[src/rtl/utf8_pkg.sv]
package utf8_pkg;
   typedef enum logic [1:0] {
      BC_ASCII = 2'd0,
      BC_LEAD  = 2'd1,
      BC_CONT  = 2'd2,
      BC_BAD   = 2'd3
   } byte_cls_e;

   localparam int CP_W = 21;
   localparam int NB_W = 3;
endpackage

[src/rtl/utf8_byte_class.sv]
module utf8_byte_class
   import utf8_pkg::*;
#(
   parameter int MAX_LEN = 4
) (
   input  logic [7:0]      b,
   output byte_cls_e       cls,
   output logic [NB_W-1:0] seq_len
);
   logic four_ok;

   generate
      if (MAX_LEN == 4) begin : g_four
         assign four_ok = 1'b1;
      end else begin : g_three
         assign four_ok = 1'b0;
      end
   endgenerate

   always_comb begin
      cls     = BC_BAD;
      seq_len = 3'd1;
      if (b < 8'h80) begin
         cls = BC_ASCII;
      end else if (b < 8'hC0) begin
         cls = BC_CONT;
      end else if (b >= 8'hC2 && b <= 8'hDF) begin
         cls     = BC_LEAD;
         seq_len = 3'd2;
      end else if (b >= 8'hE0 && b <= 8'hEF) begin
         cls     = BC_LEAD;
         seq_len = 3'd3;
      end else if (b >= 8'hF0 && b <= 8'hF4 && four_ok) begin
         cls     = BC_LEAD;
         seq_len = 3'd4;
      end
   end
endmodule

[src/rtl/utf8_second_check.sv]
module utf8_second_check (
   input  logic [7:0] lead,
   input  logic [7:0] nxt,
   output logic       ok
);
   logic [7:0] lo, hi;

   always_comb begin
      lo = 8'h80;
      hi = 8'hBF;
      case (lead)
         8'hE0:   lo = 8'hA0;
         8'hED:   hi = 8'h9F;
         8'hF0:   lo = 8'h90;
         8'hF4:   hi = 8'h8F;
         default: ;
      endcase
      ok = (nxt >= lo) && (nxt <= hi);
   end
endmodule

[src/rtl/utf8_cp_join.sv]
module utf8_cp_join
   import utf8_pkg::*;
(
   input  logic [7:0]      b0,
   input  logic [7:0]      b1,
   input  logic [7:0]      b2,
   input  logic [7:0]      bl,
   input  logic [NB_W-1:0] len,
   output logic [CP_W-1:0] cp
);
   always_comb begin
      case (len)
         3'd2:    cp = {10'd0, b0[4:0], bl[5:0]};
         3'd3:    cp = {5'd0, b0[3:0], b1[5:0], bl[5:0]};
         3'd4:    cp = {b0[2:0], b1[5:0], b2[5:0], bl[5:0]};
         default: cp = {13'd0, bl};
      endcase
   end
endmodule

[src/rtl/utf8_len_count.sv]
module utf8_len_count
   import utf8_pkg::*;
#(
   parameter int CNT_W = 16
) (
   input  logic             clk,
   input  logic             rst_n,
   input  logic             tok,
   input  logic [NB_W-1:0]  nb,
   input  logic             last,
   output logic [CNT_W-1:0] chars,
   output logic [CNT_W-1:0] bytes
);
   logic restart_q;

   always_ff @(posedge clk) begin
      if (!rst_n) begin
         chars     <= '0;
         bytes     <= '0;
         restart_q <= 1'b0;
      end else if (tok) begin
         restart_q <= last;
         if (restart_q) begin
            chars <= CNT_W'(1);
            bytes <= CNT_W'(nb);
         end else begin
            chars <= chars + CNT_W'(1);
            bytes <= bytes + CNT_W'(nb);
         end
      end
   end
endmodule

[src/rtl/utf8_latin_dec.sv]
module utf8_latin_dec
   import utf8_pkg::*;
#(
   parameter int MAX_LEN = 4,
   parameter int CNT_W   = 16
) (
   input  logic             clk,
   input  logic             rst_n,
   input  logic             in_valid,
   output logic             in_ready,
   input  logic [7:0]       in_byte,
   input  logic             in_last,
   output logic             out_valid,
   input  logic             out_ready,
   output logic [20:0]      out_cp,
   output logic [2:0]       out_nbytes,
   output logic             out_fallback,
   output logic             out_last,
   output logic [CNT_W-1:0] char_count,
   output logic [CNT_W-1:0] byte_count
);
   localparam int HOLD = MAX_LEN - 1;

   generate
      if (MAX_LEN != 3 && MAX_LEN != 4) begin : g_bad_len
         $error("MAX_LEN must be 3 or 4");
      end
      if (CNT_W < 4) begin : g_bad_cnt
         $error("CNT_W must be at least 4");
      end
   endgenerate

   logic [7:0]      hold_q [3];
   logic [1:0]      pend_q;
   logic [2:0]      need_q;
   logic            replay_q;
   logic [1:0]      rp_idx_q;
   logic            rp_last_q;

   byte_cls_e       cls;
   logic [NB_W-1:0] seq_len;
   logic            sec_ok, cont_ok, complete, slot_free;
   logic [CP_W-1:0] joined;

   logic            emit, push, start_rp, rp_last_n;
   logic [CP_W-1:0] e_cp;
   logic [NB_W-1:0] e_nb;
   logic            e_fb, e_last;

   utf8_byte_class #(.MAX_LEN(MAX_LEN)) i_cls (
      .b(in_byte), .cls(cls), .seq_len(seq_len)
   );

   utf8_second_check i_sec (
      .lead(hold_q[0]), .nxt(in_byte), .ok(sec_ok)
   );

   utf8_cp_join i_join (
      .b0(hold_q[0]), .b1(hold_q[1]), .b2(hold_q[2]), .bl(in_byte),
      .len(need_q), .cp(joined)
   );

   assign slot_free = !out_valid || out_ready;
   assign cont_ok   = (pend_q == 2'd1) ? sec_ok : (in_byte[7:6] == 2'b10);
   assign complete  = ({1'b0, pend_q} + 3'd1) == need_q;
   assign in_ready  = slot_free && !replay_q && (pend_q == 2'd0 || cont_ok);

   always_comb begin
      emit      = 1'b0;
      push      = 1'b0;
      start_rp  = 1'b0;
      rp_last_n = 1'b0;
      e_cp      = {13'd0, in_byte};
      e_nb      = 3'd1;
      e_fb      = 1'b0;
      e_last    = 1'b0;
      if (slot_free) begin
         if (replay_q) begin
            emit   = 1'b1;
            e_cp   = {13'd0, hold_q[rp_idx_q]};
            e_fb   = 1'b1;
            e_last = rp_last_q && (rp_idx_q == pend_q - 2'd1);
         end else if (in_valid) begin
            if (pend_q == 2'd0) begin
               case (cls)
                  BC_ASCII: begin
                     emit   = 1'b1;
                     e_last = in_last || (in_byte == 8'h00);
                  end
                  BC_LEAD: begin
                     if (in_last) begin
                        emit   = 1'b1;
                        e_fb   = 1'b1;
                        e_last = 1'b1;
                     end else begin
                        push = 1'b1;
                     end
                  end
                  default: begin
                     emit   = 1'b1;
                     e_fb   = 1'b1;
                     e_last = in_last;
                  end
               endcase
            end else if (!cont_ok) begin
               start_rp = 1'b1;
            end else if (complete) begin
               emit   = 1'b1;
               e_cp   = joined;
               e_nb   = need_q;
               e_last = in_last;
            end else begin
               push = 1'b1;
               if (in_last) begin
                  start_rp  = 1'b1;
                  rp_last_n = 1'b1;
               end
            end
         end
      end
   end

   always_ff @(posedge clk) begin
      if (!rst_n) begin
         for (int i = 0; i < 3; i++) hold_q[i] <= '0;
         pend_q    <= '0;
         need_q    <= 3'd1;
         replay_q  <= 1'b0;
         rp_idx_q  <= '0;
         rp_last_q <= 1'b0;
      end else begin
         if (push) begin
            hold_q[pend_q] <= in_byte;
            pend_q         <= pend_q + 2'd1;
            if (pend_q == 2'd0) need_q <= seq_len;
         end
         if (start_rp) begin
            replay_q  <= 1'b1;
            rp_idx_q  <= '0;
            rp_last_q <= rp_last_n;
         end
         if (replay_q && emit) begin
            if (rp_idx_q == pend_q - 2'd1) begin
               replay_q <= 1'b0;
               pend_q   <= '0;
            end else begin
               rp_idx_q <= rp_idx_q + 2'd1;
            end
         end
         if (!replay_q && emit && pend_q != 2'd0) pend_q <= '0;
      end
   end

   always_ff @(posedge clk) begin
      if (!rst_n) begin
         out_valid    <= 1'b0;
         out_cp       <= '0;
         out_nbytes   <= 3'd1;
         out_fallback <= 1'b0;
         out_last     <= 1'b0;
      end else if (emit) begin
         out_valid    <= 1'b1;
         out_cp       <= e_cp;
         out_nbytes   <= e_nb;
         out_fallback <= e_fb;
         out_last     <= e_last;
      end else if (out_ready) begin
         out_valid <= 1'b0;
      end
   end

   utf8_len_count #(.CNT_W(CNT_W)) i_cnt (
      .clk(clk), .rst_n(rst_n), .tok(out_valid && out_ready),
      .nb(out_nbytes), .last(out_last),
      .chars(char_count), .bytes(byte_count)
   );

   logic unused_hold;
   assign unused_hold = (HOLD == 0);
endmodule

[config.mk]
export PLATFORM = sky130hd
export DESIGN_NAME = utf8_latin_dec
export DESIGN_NICKNAME = d
export VERILOG_FILES = /design/src/rtl/utf8_pkg.sv /design/src/rtl/utf8_byte_class.sv /design/src/rtl/utf8_second_check.sv /design/src/rtl/utf8_cp_join.sv /design/src/rtl/utf8_len_count.sv /design/src/rtl/utf8_latin_dec.sv
export SDC_FILE = /design/constraint.sdc
export NUM_CORES = 1
export LEC_CHECK = 0
export ABC_AREA = 1
export CORE_MARGIN = 1.5
export CORE_UTILIZATION = 30
export DETAILED_ROUTE_END_ITERATION = 8
export GPL_ROUTABILITY_DRIVEN = 0
export PLACE_DENSITY = 0.56
export SLEW_MARGIN = 20
export SYNTH_ARGS = -nofsm -noshare
export SYNTH_HDL_FRONTEND = slang
export SYNTH_SLANG_ARGS = --single-unit
[constraint.sdc]
create_clock -name clk -period 8.6 [get_ports clk]
set_clock_uncertainty 0.15 [all_clocks]
set_input_delay 0.86 -clock clk [delete_from_list [all_inputs] [get_ports clk]]
set_output_delay 0.86 -clock clk [all_outputs]
set_load 0.01 [all_outputs]
### Yosys cells after proc, flatten, opt, wreduce, memory -nomap -nowiden

Memory sizes are Yosys's and may differ from the RTL's. A register that Yosys moved wholly into a read port is not among the register bits.
Index checks and enable logic that the tools add are counted.

* reductions and logical operators: 24
* equality and inequality tests: 12
* bitwise gates (word level): 1
* mux-type cells: 86
* add/subtract/negate cells: 6
* $lt $le $gt $ge: 10

Operator list (count)
* $mux 21: 6
* $pmux 21 s3: 1
* $mux 1: 48
* $mux 3: 11
* $eq 8x8->1 const B: 4
* $mux 16: 2
* $mux 2: 13
* $ge 8x8->1 const B: 3
* $le 8x8->1 const B: 3
* $pmux 6 s2: 2
* $add 16x1->16 const B: 1
* $add 16x3->16: 1
* $lt 8x8->1 const B: 2
* $logic_and 1x1->1: 11
* $ge 8x8->1: 1
* $le 8x8->1: 1
* $logic_not 8->1: 1
* $mux 8: 1
* $reduce_or 8->1: 1
* $eq 3x2->1 const B: 2
* $add 2x1->2 const B: 2
* $eq 2x1->1 const B: 2
* $logic_not 2->1: 2
* $pmux 1 s2: 2
* 12 further kinds: 16

* memories kept: 1
* bits in registers: 69
* RAM bits: 24
* input port bits: 13

Memories
* hold_q: depth 3, width 8, rd ports 4, clocked after Yosys merged registers in 1, write ports 3, RTL line utf8_latin_dec.sv:33 `logic [7:0] hold_q [3];`

### Logic depth before layout (Yosys ltp)

Gate-level depths: netlist (run 1).

* depth in word-level cells: 18
* mapped depth: 21
* mapped depth without buffers: 20

### Hierarchy

From an unflattened synthesis (run 1), not the netlist that was laid out.

* cell total of the unflattened synthesis: 794
* area total of the unflattened synthesis: 5798.1 µm²

By module, submodules not included
* utf8_latin_dec: seq. area each 1681.6 µm², times used 1, area each 3311.9 µm², cells each 398
* utf8_len_count: seq. area each 660.6 µm², times used 1, area each 1794.2 µm², cells each 263
* utf8_cp_join: seq. area each 0.0 µm², times used 1, area each 351.6 µm², cells each 63
* utf8_second_check: seq. area each 0.0 µm², times used 1, area each 249.0 µm², cells each 50
* utf8_byte_class: seq. area each 0.0 µm², times used 1, area each 91.3 µm², cells each 20

### Least setup slack after synthesis (run 1)

OpenSTA, ideal clock, no wires.

* path type: register to register
* from: memory hold_q[0][1]
* to: memory hold_q[3][0], enable pin
* stages on the path, launching flop included: 17
* required time: 8079 ps
* arrival time: 2491 ps
* setup time: 371 ps
* path buffers: 0
* clock period less this slack: 3012 ps
* setup slack: 5588 ps
* cells stage by stage: edfxtp_1 > inv_1 > nand2_1 > nor4_1 > a31o_2 > ha_1 > nand2_1 > nand2_1 > nand2_1 > nand2_1 > o21ai_2 > nand2_2 > a21boi_2 > nand3_2 > o21ai_4 > nand3_1 > nor2_1

RTL lines (RTL line)
* from (decl): utf8_latin_dec.sv:33

==> reports/summary.md, run 1 <==
Logic synthesis
• 678 — net count of the mapped netlist
• 0% — share of synthesized flip-flops with an asynchronous set or reset
• sky130_fd_sc_hd__dfxtp_1 — Most used DFF post-synth
• 26.90% — area fraction of the dominant cell type after synthesis
• 45 — number of distinct library cells after synthesis
• 5135 um^2 — area of the mapped netlist
• 7.876 um^2 — Syn Area/Cell
• sky130_fd_sc_hd__nor2_1 — most common cell in the netlist
• 652 — Cells after Synth
• 93 x sky130_fd_sc_hd__nor2_1, 85 x sky130_fd_sc_hd__nand2_1, 82 x sky130_fd_sc_hd__inv_1 — cell types with the highest counts after synthesis
• sky130_fd_sc_hd__dfxtp_1 — cell type contributing the most total cell area after synthesis
• 45.61% — sequential cell area fraction in the yosys report
• 101 — flops & latches, synth
• 0 — number of warnings reported in the yosys synthesis log
• sky130_fd_sc_hd__dfxtp_1 27%, sky130_fd_sc_hd__edfxtp_1 19%, sky130_fd_sc_hd__nor2_1 6.8% — largest cells by area after synthesis
• 32 — number of enable-type register cells in the synthesized netlist

Route
• 5 — number of search-and-repair iterations in the first detailed-routing pass
• 4,565 — DR vias
• 0 — DRC violations left
• 4.846 — via density per instance
• 14.88 um — WL per Instance
• 320 — DRC violation total after the first TritonRoute iteration
• 14.02 mm — Final Routed Wirelength
• 0 — remaining number of nets flagged by the antenna check after routing

Timing
• 34.84% — worst rel slew slack
• 4.290 ns — Min Clock Period, post-route
• 0 — Max Slew Vio Count
• 0.3349 ns — worst hold margin
• 0 — final-report setup violation count
• 0 ns — Fin Setup TNS
• 0.9737 ns — slew of the pin with the lowest slew margin
• 0.2331 GHz — maximum clock frequency
• 49.88% — final clock period utilization by the worst path
• false — RSZ-0062 raised after global routing
• 0 — number of endpoints with negative hold slack in the final report

Critical path
• 15 — number of cells on the critical path
• hold_q[3][4] — capture point of the worst reg-to-reg path
• reg2out — worst setup path class
• hold_q[0][1] — crit path launch
• 7.59 ns — required time worst endpoint
• simple AND/OR/NAND/NOR gates — gate family responsible for the most delay along the worst path
• register — nature of the critical path startpoint
• sky130_fd_sc_hd__nor4_1 — cell with the largest stage delay on the worst path
• inv_1 > nand2_1 > nor4_1 > a31o_2 > ha_1 > nand2_1 > nand2_1 > nand2_1 > nand2_1 > o21ai_2 > nand2_2 > nand2_2 > nand2_2 > a21oi_1 > clkdlybuf4s50_1 — cell-by-cell trace of the critical path
• primary output — critical path capture point type
• 0.57 ns — delay of the slowest critical-path stage
• 16 — R2R cell count
• 2 — number of buffer and inverter stages on the critical path
• hold_q[0][1] — reg-to-reg startpoint
• 3.28 ns — Critical Path AT
• sky130_fd_sc_hd__nand2_1 — cell type with the highest occurrence count on the critical path
• in_ready — crit path capture
• 4 — critical path fanouts, max
• 4.79 ns — register-to-register setup slack

Placed design
• 10.53 mm — post-detail-place hpwl
• 72 — IO buf count
• 6046 um^2 — total cell area at the placement stage

Global routing
• 0 — final global-route overflow total
• 16.24% — Global Route Usage Sum
• 22.69 mm — global-route wire length before repair
• 0 — number of antenna violations at the first check in global routing
• 41 — maximum number of pins on one net before global-route repair
• 4,192 — via count of the first global-routing pass

Clocking
• 0.08 ns — clock-pin slew reported for the worst setup and hold paths after clock tree synthesis
• 0.35 ns — source-to-sink clock delay at the later pin of the worst-skew pair
• 0 — hold buffer count at CTS
• 9 — number of buffers created by CTS
• 3 — level count of the clock H-tree
• 101 — clock net sink count
• yes — CTS tree
• sky130_fd_sc_hd__clkbuf_16 — clock root buffer
• 2 — CTS Buffer Depth
• 0 — Post-CTS Setup Inserts
• 0 — post-cts sizing count

Power
• 0.00009045 V — worst-case vdd ir drop
• 168.4 nW/um^2 — total power density per cell area
• 2.443 nW — Static Leak

Floorplan
• 73 — count of boundary I/O pins
• 133.8 um — die span in x
• 47 — total number of placement rows
• 133.8 um — DIE HEIGHT
• 17,910 um^2 — Die Outline Area
• 30.85% — starting density of the core
• 16,640 um^2 — Core Region

Finish
• 6327 um^2 — post-route design area
• 0 — antenna diode instance count
• 1,736 — fillers
• 743 — number of nets in the finished design
• 8.033% — fraction of final layout cells with drive strength greater than 1
• 23.22% — area delta synth->final

Outcome
• finished, final reports clean — status

Worst hold path
• reg2reg — Worst Hold Class

Job
• 0 — reported max-cap violation count

## per-stage QoR
step	power (mW)	setup WS (ns)	std cells	util (%)
2_1_floorplan	0.6191	5.588	652	-
3_3_place_gp	0.6809	4.531	926	36.33
3_5_place_dp	0.6811	4.488	926	36.33
4_1_cts	1.072	4.341	942	38.02
5_1_grt	1.109	4.036	942	38.02
6_report	1.065	4.310	942	38.02
## metal layers
layer  wire length [um]  global-route usage, %  vias up
met1               7191                  23.78     2127
met5                  0                      0        -
met3                606                  3.061       11
met2               6046                  24.11       92
li1                   -                      -     2335
met4                175                  5.012        0
## layout by cell type (no fill, tap or decap), types with 2 or more instances in the layout
master,count
sky130_fd_sc_hd__nor4_1,3
sky130_fd_sc_hd__clkbuf_16,9
sky130_fd_sc_hd__clkdlybuf4s50_1,72
sky130_fd_sc_hd__edfxtp_1,32
sky130_fd_sc_hd__nor2_4,2
sky130_fd_sc_hd__inv_1,82
sky130_fd_sc_hd__xnor2_1,3
sky130_fd_sc_hd__nand4_1,8
sky130_fd_sc_hd__a21oi_2,2
sky130_fd_sc_hd__nand2_2,8
sky130_fd_sc_hd__dfxtp_1,69
sky130_fd_sc_hd__xor2_1,3
sky130_fd_sc_hd__nand4_4,2
sky130_fd_sc_hd__ha_1,12
sky130_fd_sc_hd__o21ai_1,22
sky130_fd_sc_hd__a21oi_1,55
sky130_fd_sc_hd__o311ai_0,2
sky130_fd_sc_hd__o21ai_2,3
sky130_fd_sc_hd__a211oi_1,2
sky130_fd_sc_hd__nand3_2,7
sky130_fd_sc_hd__a31oi_1,8
sky130_fd_sc_hd__o21ai_0,43
sky130_fd_sc_hd__o21a_1,4
sky130_fd_sc_hd__and3_1,4
sky130_fd_sc_hd__o221ai_1,7
sky130_fd_sc_hd__nor3b_1,2
sky130_fd_sc_hd__o22ai_1,5
sky130_fd_sc_hd__nor2_1,93
sky130_fd_sc_hd__clkinv_4,2
sky130_fd_sc_hd__inv_2,7
sky130_fd_sc_hd__nor3_1,11
sky130_fd_sc_hd__nand3_1,30
sky130_fd_sc_hd__nand2_1,85
sky130_fd_sc_hd__nor2_2,7
sky130_fd_sc_hd__inv_6,2
## registers in the layout (all words and copies together) (netlist names)
name and flops:
rp_last_q 1, out_fallback 1, i_cnt.chars 16, rp_idx_q 2, pend_q 2, i_cnt.restart_q 1
out_last 1, need_q 3, out_cp 21, replay_q 1, out_valid 1, i_cnt.bytes 16
hold_q 32, out_nbytes 3
## worst reg2reg max path, cell delays in order (launching register included)
cell and delay (ns):
sky130_fd_sc_hd__edfxtp_1 0.45, sky130_fd_sc_hd__inv_1 0.12, sky130_fd_sc_hd__nand2_1 0.10, sky130_fd_sc_hd__nor4_1 0.57
sky130_fd_sc_hd__a31o_2 0.23, sky130_fd_sc_hd__ha_1 0.24, sky130_fd_sc_hd__nand2_1 0.07, sky130_fd_sc_hd__nand2_1 0.05
sky130_fd_sc_hd__nand2_1 0.05, sky130_fd_sc_hd__nand2_1 0.05, sky130_fd_sc_hd__o21ai_2 0.07, sky130_fd_sc_hd__nand2_2 0.08
sky130_fd_sc_hd__a21boi_2 0.25, sky130_fd_sc_hd__nand3_2 0.15, sky130_fd_sc_hd__o21ai_4 0.14, sky130_fd_sc_hd__nand3_1 0.10
sky130_fd_sc_hd__nor2_1 0.57
## final cells by class
cell class	count	area, um^2	share of cell area [%]
clock buffer	10	229.0	3.619
clock inverter	6	52.55	0.8305
inverter	90	337.8	5.339
multi-input combinational	442	2362	37.33
sequential	101	2342	37.02
tap	220	275.3	4.350
timing repair buffer	73	728.2	11.51
## power breakdown
group	leakage (nW)	internal [mW]	switching, mW	total [mW]
Sequential	0.882	0.511	0.0169	0.528
Clock	0.140	0.202	0.193	0.395
Combinational	1.42	0.0574	0.0848	0.142
## cell families after synthesis
kind of cell / share of synthesized area (%)
xor gates and xnor gates: 1.024
adders and majority gates: 3.314
and+or+nand+nor: 23.78
buffers and inverters: 8.382
AOI/OAI and AO/OA: 17.89
DFF: 45.61
## worst min-delay path by stage
stage,from,to,slack [ns],cells after the start
floorplan,rp_last_q,rp_last_q,0.31,2
global placement,rp_last_q,rp_last_q,0.32,2
detailed placement,i_cnt.bytes[12],i_cnt.bytes[12],0.32,2
CTS,i_cnt.bytes[12],i_cnt.bytes[12],0.34,2
global route,i_cnt.bytes[12],i_cnt.bytes[12],0.36,2
finish,i_cnt.bytes[12],i_cnt.bytes[12],0.33,2
No activity file was read; power rests on OpenSTA's default activity.
==> run 2: changes to the inputs <==
PLACE_DENSITY = 0.58   (was 0.56)
clock period = 3.8 ns   (was 8.6 ns; I/O delays follow)
==> run 2 against run 1 <==
Effect of this change:
- first-iteration DRC count grew 4.4%
- wire length shrank 0.23%
- hold slack gained 0.0029 ns
- register-to-register slack lost 4.4 ns
- via count grew 0.83%
- clock-buffer cell count shrank 1
- critical path depth is the same
- sequential power grew 130%
- critical endpoint unchanged
- largest cell class unchanged
- largest power group unchanged
==> reports/summary.md, run 2 (same netlist as run 1, synthesis figures left out) <==
Power
• 0.0003151 V — worst-case vdd ir drop, +250%
• 2.473 mW — total power draw, +130%
• 386.0 nW/um^2 — total power density per cell area, +130%
• 2.490 nW — Static Leak, +1.9%

Floorplan
• 30.85% — starting density of the core, unchanged
• 133.8 um — die span in x, unchanged
• 16,640 um^2 — Core Region, unchanged
• 17,910 um^2 — Die Outline Area, unchanged
• 47 — total number of placement rows, unchanged
• 73 — count of boundary I/O pins, unchanged
• 133.8 um — DIE HEIGHT, unchanged

Worst hold path
• reg2reg — Worst Hold Class

Global routing
• 16.23% — Global Route Usage Sum, about the same
• 4,376 — via count of the first global-routing pass, +4.4%
• 0 — final global-route overflow total, unchanged
• 26 — maximum number of pins on one net before global-route repair, -37%
• 0 — number of antenna violations at the first check in global routing, unchanged
• 22.81 mm — global-route wire length before repair, +0.55%

Finish
• 6406 um^2 — post-route design area, +1.2%
• 38.49% — utilization after layout, +0.47 points
• hold_q — top register by number of flip-flops
• 32 — number of flip-flops in the largest register, unchanged
• 93 x sky130_fd_sc_hd__nor2_1, 85 x sky130_fd_sc_hd__nand2_1, 82 x sky130_fd_sc_hd__inv_1 — commonest cells after routing, fill and taps aside
• 9.066% — fraction of final layout cells with drive strength greater than 1, +1.0 points
• hold_q x32, out_cp x21 — leading registers by flop count
• 1,728 — fillers, -0.46%
• sky130_fd_sc_hd__nor2_1 — leading cell type in the layout, fill and taps excluded
• 948 — post-route insts no fill, +0.64%
• 749 — number of nets in the finished design, +0.81%
• 0 — antenna diode instance count, unchanged
• 24.76% — area delta synth->final

Clocking
• 0.07 ns — clock-pin slew reported for the worst setup and hold paths after clock tree synthesis, about the same
• 0.35 ns — source-to-sink clock delay at the later pin of the worst-skew pair, about the same
• 2 — CTS Buffer Depth, unchanged
• 101 — clock net sink count, unchanged
• 0 — hold buffer count at CTS, unchanged
• 3 — level count of the clock H-tree, unchanged
• 0 — Post-CTS Setup Inserts, unchanged
• 9 — number of buffers created by CTS, unchanged
• yes — CTS tree
• sky130_fd_sc_hd__clkbuf_16 — clock root buffer

Placed design
• 10.51 mm — post-detail-place hpwl, -0.18%
• 932 — placed cell count, +0.65%
• 0.3224 ns — worst slack at placement, -4.165 ns
• 72 — IO buf count, unchanged
• 6103 um^2 — total cell area at the placement stage, +0.95%

Critical path
• register — nature of the critical path startpoint
• hold_q[2][5] — capture point of the worst reg-to-reg path
• inv_1 > nand2_1 > nor4_2 > a31o_2 > ha_1 > nand2_1 > nand2_1 > nand2_1 > nand2_1 > o21ai_2 > nand2_2 > nand2_2 > nand2_2 > a21oi_1 > clkdlybuf4s50_1 — cell-by-cell trace of the critical path
• 3.06 ns — Critical Path AT, -0.22 ns
• 0.56 ns — delay of the slowest critical-path stage, about the same
• primary output — critical path capture point type
• reg2out — worst setup path class
• hold_q[0][1] — reg-to-reg startpoint
• 16 — R2R cell count, unchanged
• hold_q[0][1] — crit path launch
• 2 — number of buffer and inverter stages on the critical path, unchanged
• 4 — critical path fanouts, max, unchanged
• sky130_fd_sc_hd__nand2_1 — cell type with the highest occurrence count on the critical path
• sky130_fd_sc_hd__clkdlybuf4s50_1 — cell with the largest stage delay on the worst path
• simple AND/OR/NAND/NOR gates — gate family responsible for the most delay along the worst path
• in_ready — crit path capture
• 15 — number of cells on the critical path, unchanged
• 0.38 ns — register-to-register setup slack, -4.41 ns
• 3.27 ns — required time worst endpoint, -4.32 ns

Timing
• 0 — Max Slew Vio Count, unchanged
• 42.04% — worst rel slew slack, +7.2 points
• 94.39% — final clock period utilization by the worst path
• 3.587 ns — Min Clock Period, post-route
• 0.2130 ns — final setup slack of the worst path, -4.097 ns
• 0 — number of endpoints with negative hold slack in the final report, unchanged
• 0 — final-report setup violation count, unchanged
• false — RSZ-0062 raised after global routing
• 0.8667 ns — slew of the pin with the lowest slew margin, -0.1071 ns
• 0.3378 ns — worst hold margin, +0.002900 ns
• 0.2788 GHz — maximum clock frequency
• 0 ns — Fin Setup TNS, unchanged

Route
• 4.855 — via density per instance, +0.19%
• 5 — number of search-and-repair iterations in the first detailed-routing pass, unchanged
• 14.75 um — WL per Instance, -0.86%
• 4,603 — DR vias, +0.83%
• 334 — DRC violation total after the first TritonRoute iteration, +4.4%
• 13.99 mm — Final Routed Wirelength, -0.23%
• 0 — DRC violations left, unchanged
• 0 — remaining number of nets flagged by the antenna check after routing, unchanged

Outcome
• finished, final reports clean — status

Job
• 0 — reported max-cap violation count, unchanged

-- run 2: metal layers --
metal / vias to the layer above / track usage (%) / wire, um
li1: 2353 / - / -
met1: 2091 / 22.74 / 6770
met2: 133 / 24.05 / 6074
met3: 26 / 3.704 / 779
met4: 0 / 6.643 / 363
met5: - / 0 / 0
-- run 2: layout make-up --
type / instances / area [um^2] / area share [%]
inverters: 90 / 337.8 / 5.273
well taps: 220 / 275.3 / 4.297
repair buffers: 79 / 785.8 / 12.27
clock buffers: 9 / 225.2 / 3.516
multi-input cells: 442 / 2369 / 36.97
clock inverters: 7 / 71.32 / 1.113
flip-flops and latches: 101 / 2342 / 36.56
-- run 2: how the worst min path moves through the flow --
stage | from | slack (ns) | cells after the start | to
after floorplan | rp_last_q | 0.31 | 2 | rp_last_q
after global placement | rp_last_q | 0.32 | 2 | rp_last_q
after detailed placement | i_cnt.bytes[12] | 0.33 | 2 | i_cnt.bytes[12]
after CTS | i_cnt.bytes[12] | 0.34 | 2 | i_cnt.bytes[12]
after global routing | i_cnt.bytes[8] | 0.36 | 2 | i_cnt.bytes[8]
final | i_cnt.bytes[12] | 0.34 | 2 | i_cnt.bytes[12]
-- run 2: what timing repair did --
item | in CTS | in global routing
resized for setup | 0 | 1
endpoints found under the hold margin | 0 | 0
setup endpoints to repair | 0 | 1
-- run 2: worst register-to-register path, cell delays in order (launching register included) --
cell and delay [ns]:
sky130_fd_sc_hd__edfxtp_1 0.45, sky130_fd_sc_hd__inv_1 0.12, sky130_fd_sc_hd__nand2_1 0.12, sky130_fd_sc_hd__nor4_2 0.33
sky130_fd_sc_hd__a31o_2 0.17, sky130_fd_sc_hd__ha_1 0.23, sky130_fd_sc_hd__nand2_1 0.07, sky130_fd_sc_hd__nand2_1 0.05
sky130_fd_sc_hd__nand2_1 0.05, sky130_fd_sc_hd__nand2_1 0.05, sky130_fd_sc_hd__o21ai_2 0.07, sky130_fd_sc_hd__nand2_2 0.09
sky130_fd_sc_hd__a21boi_2 0.26, sky130_fd_sc_hd__nand3_2 0.15, sky130_fd_sc_hd__o21ai_4 0.16, sky130_fd_sc_hd__nand4_4 0.21
sky130_fd_sc_hd__nand2_1 0.36
-- run 2: where the power goes --
part	total, mW	switching [mW]	leakage [nW]	internal [mW]
logic	0.331	0.194	1.46	0.137
registers	1.19	0.0370	0.882	1.16
clock network	0.948	0.433	0.152	0.515
total	2.47	0.664	2.49	1.81
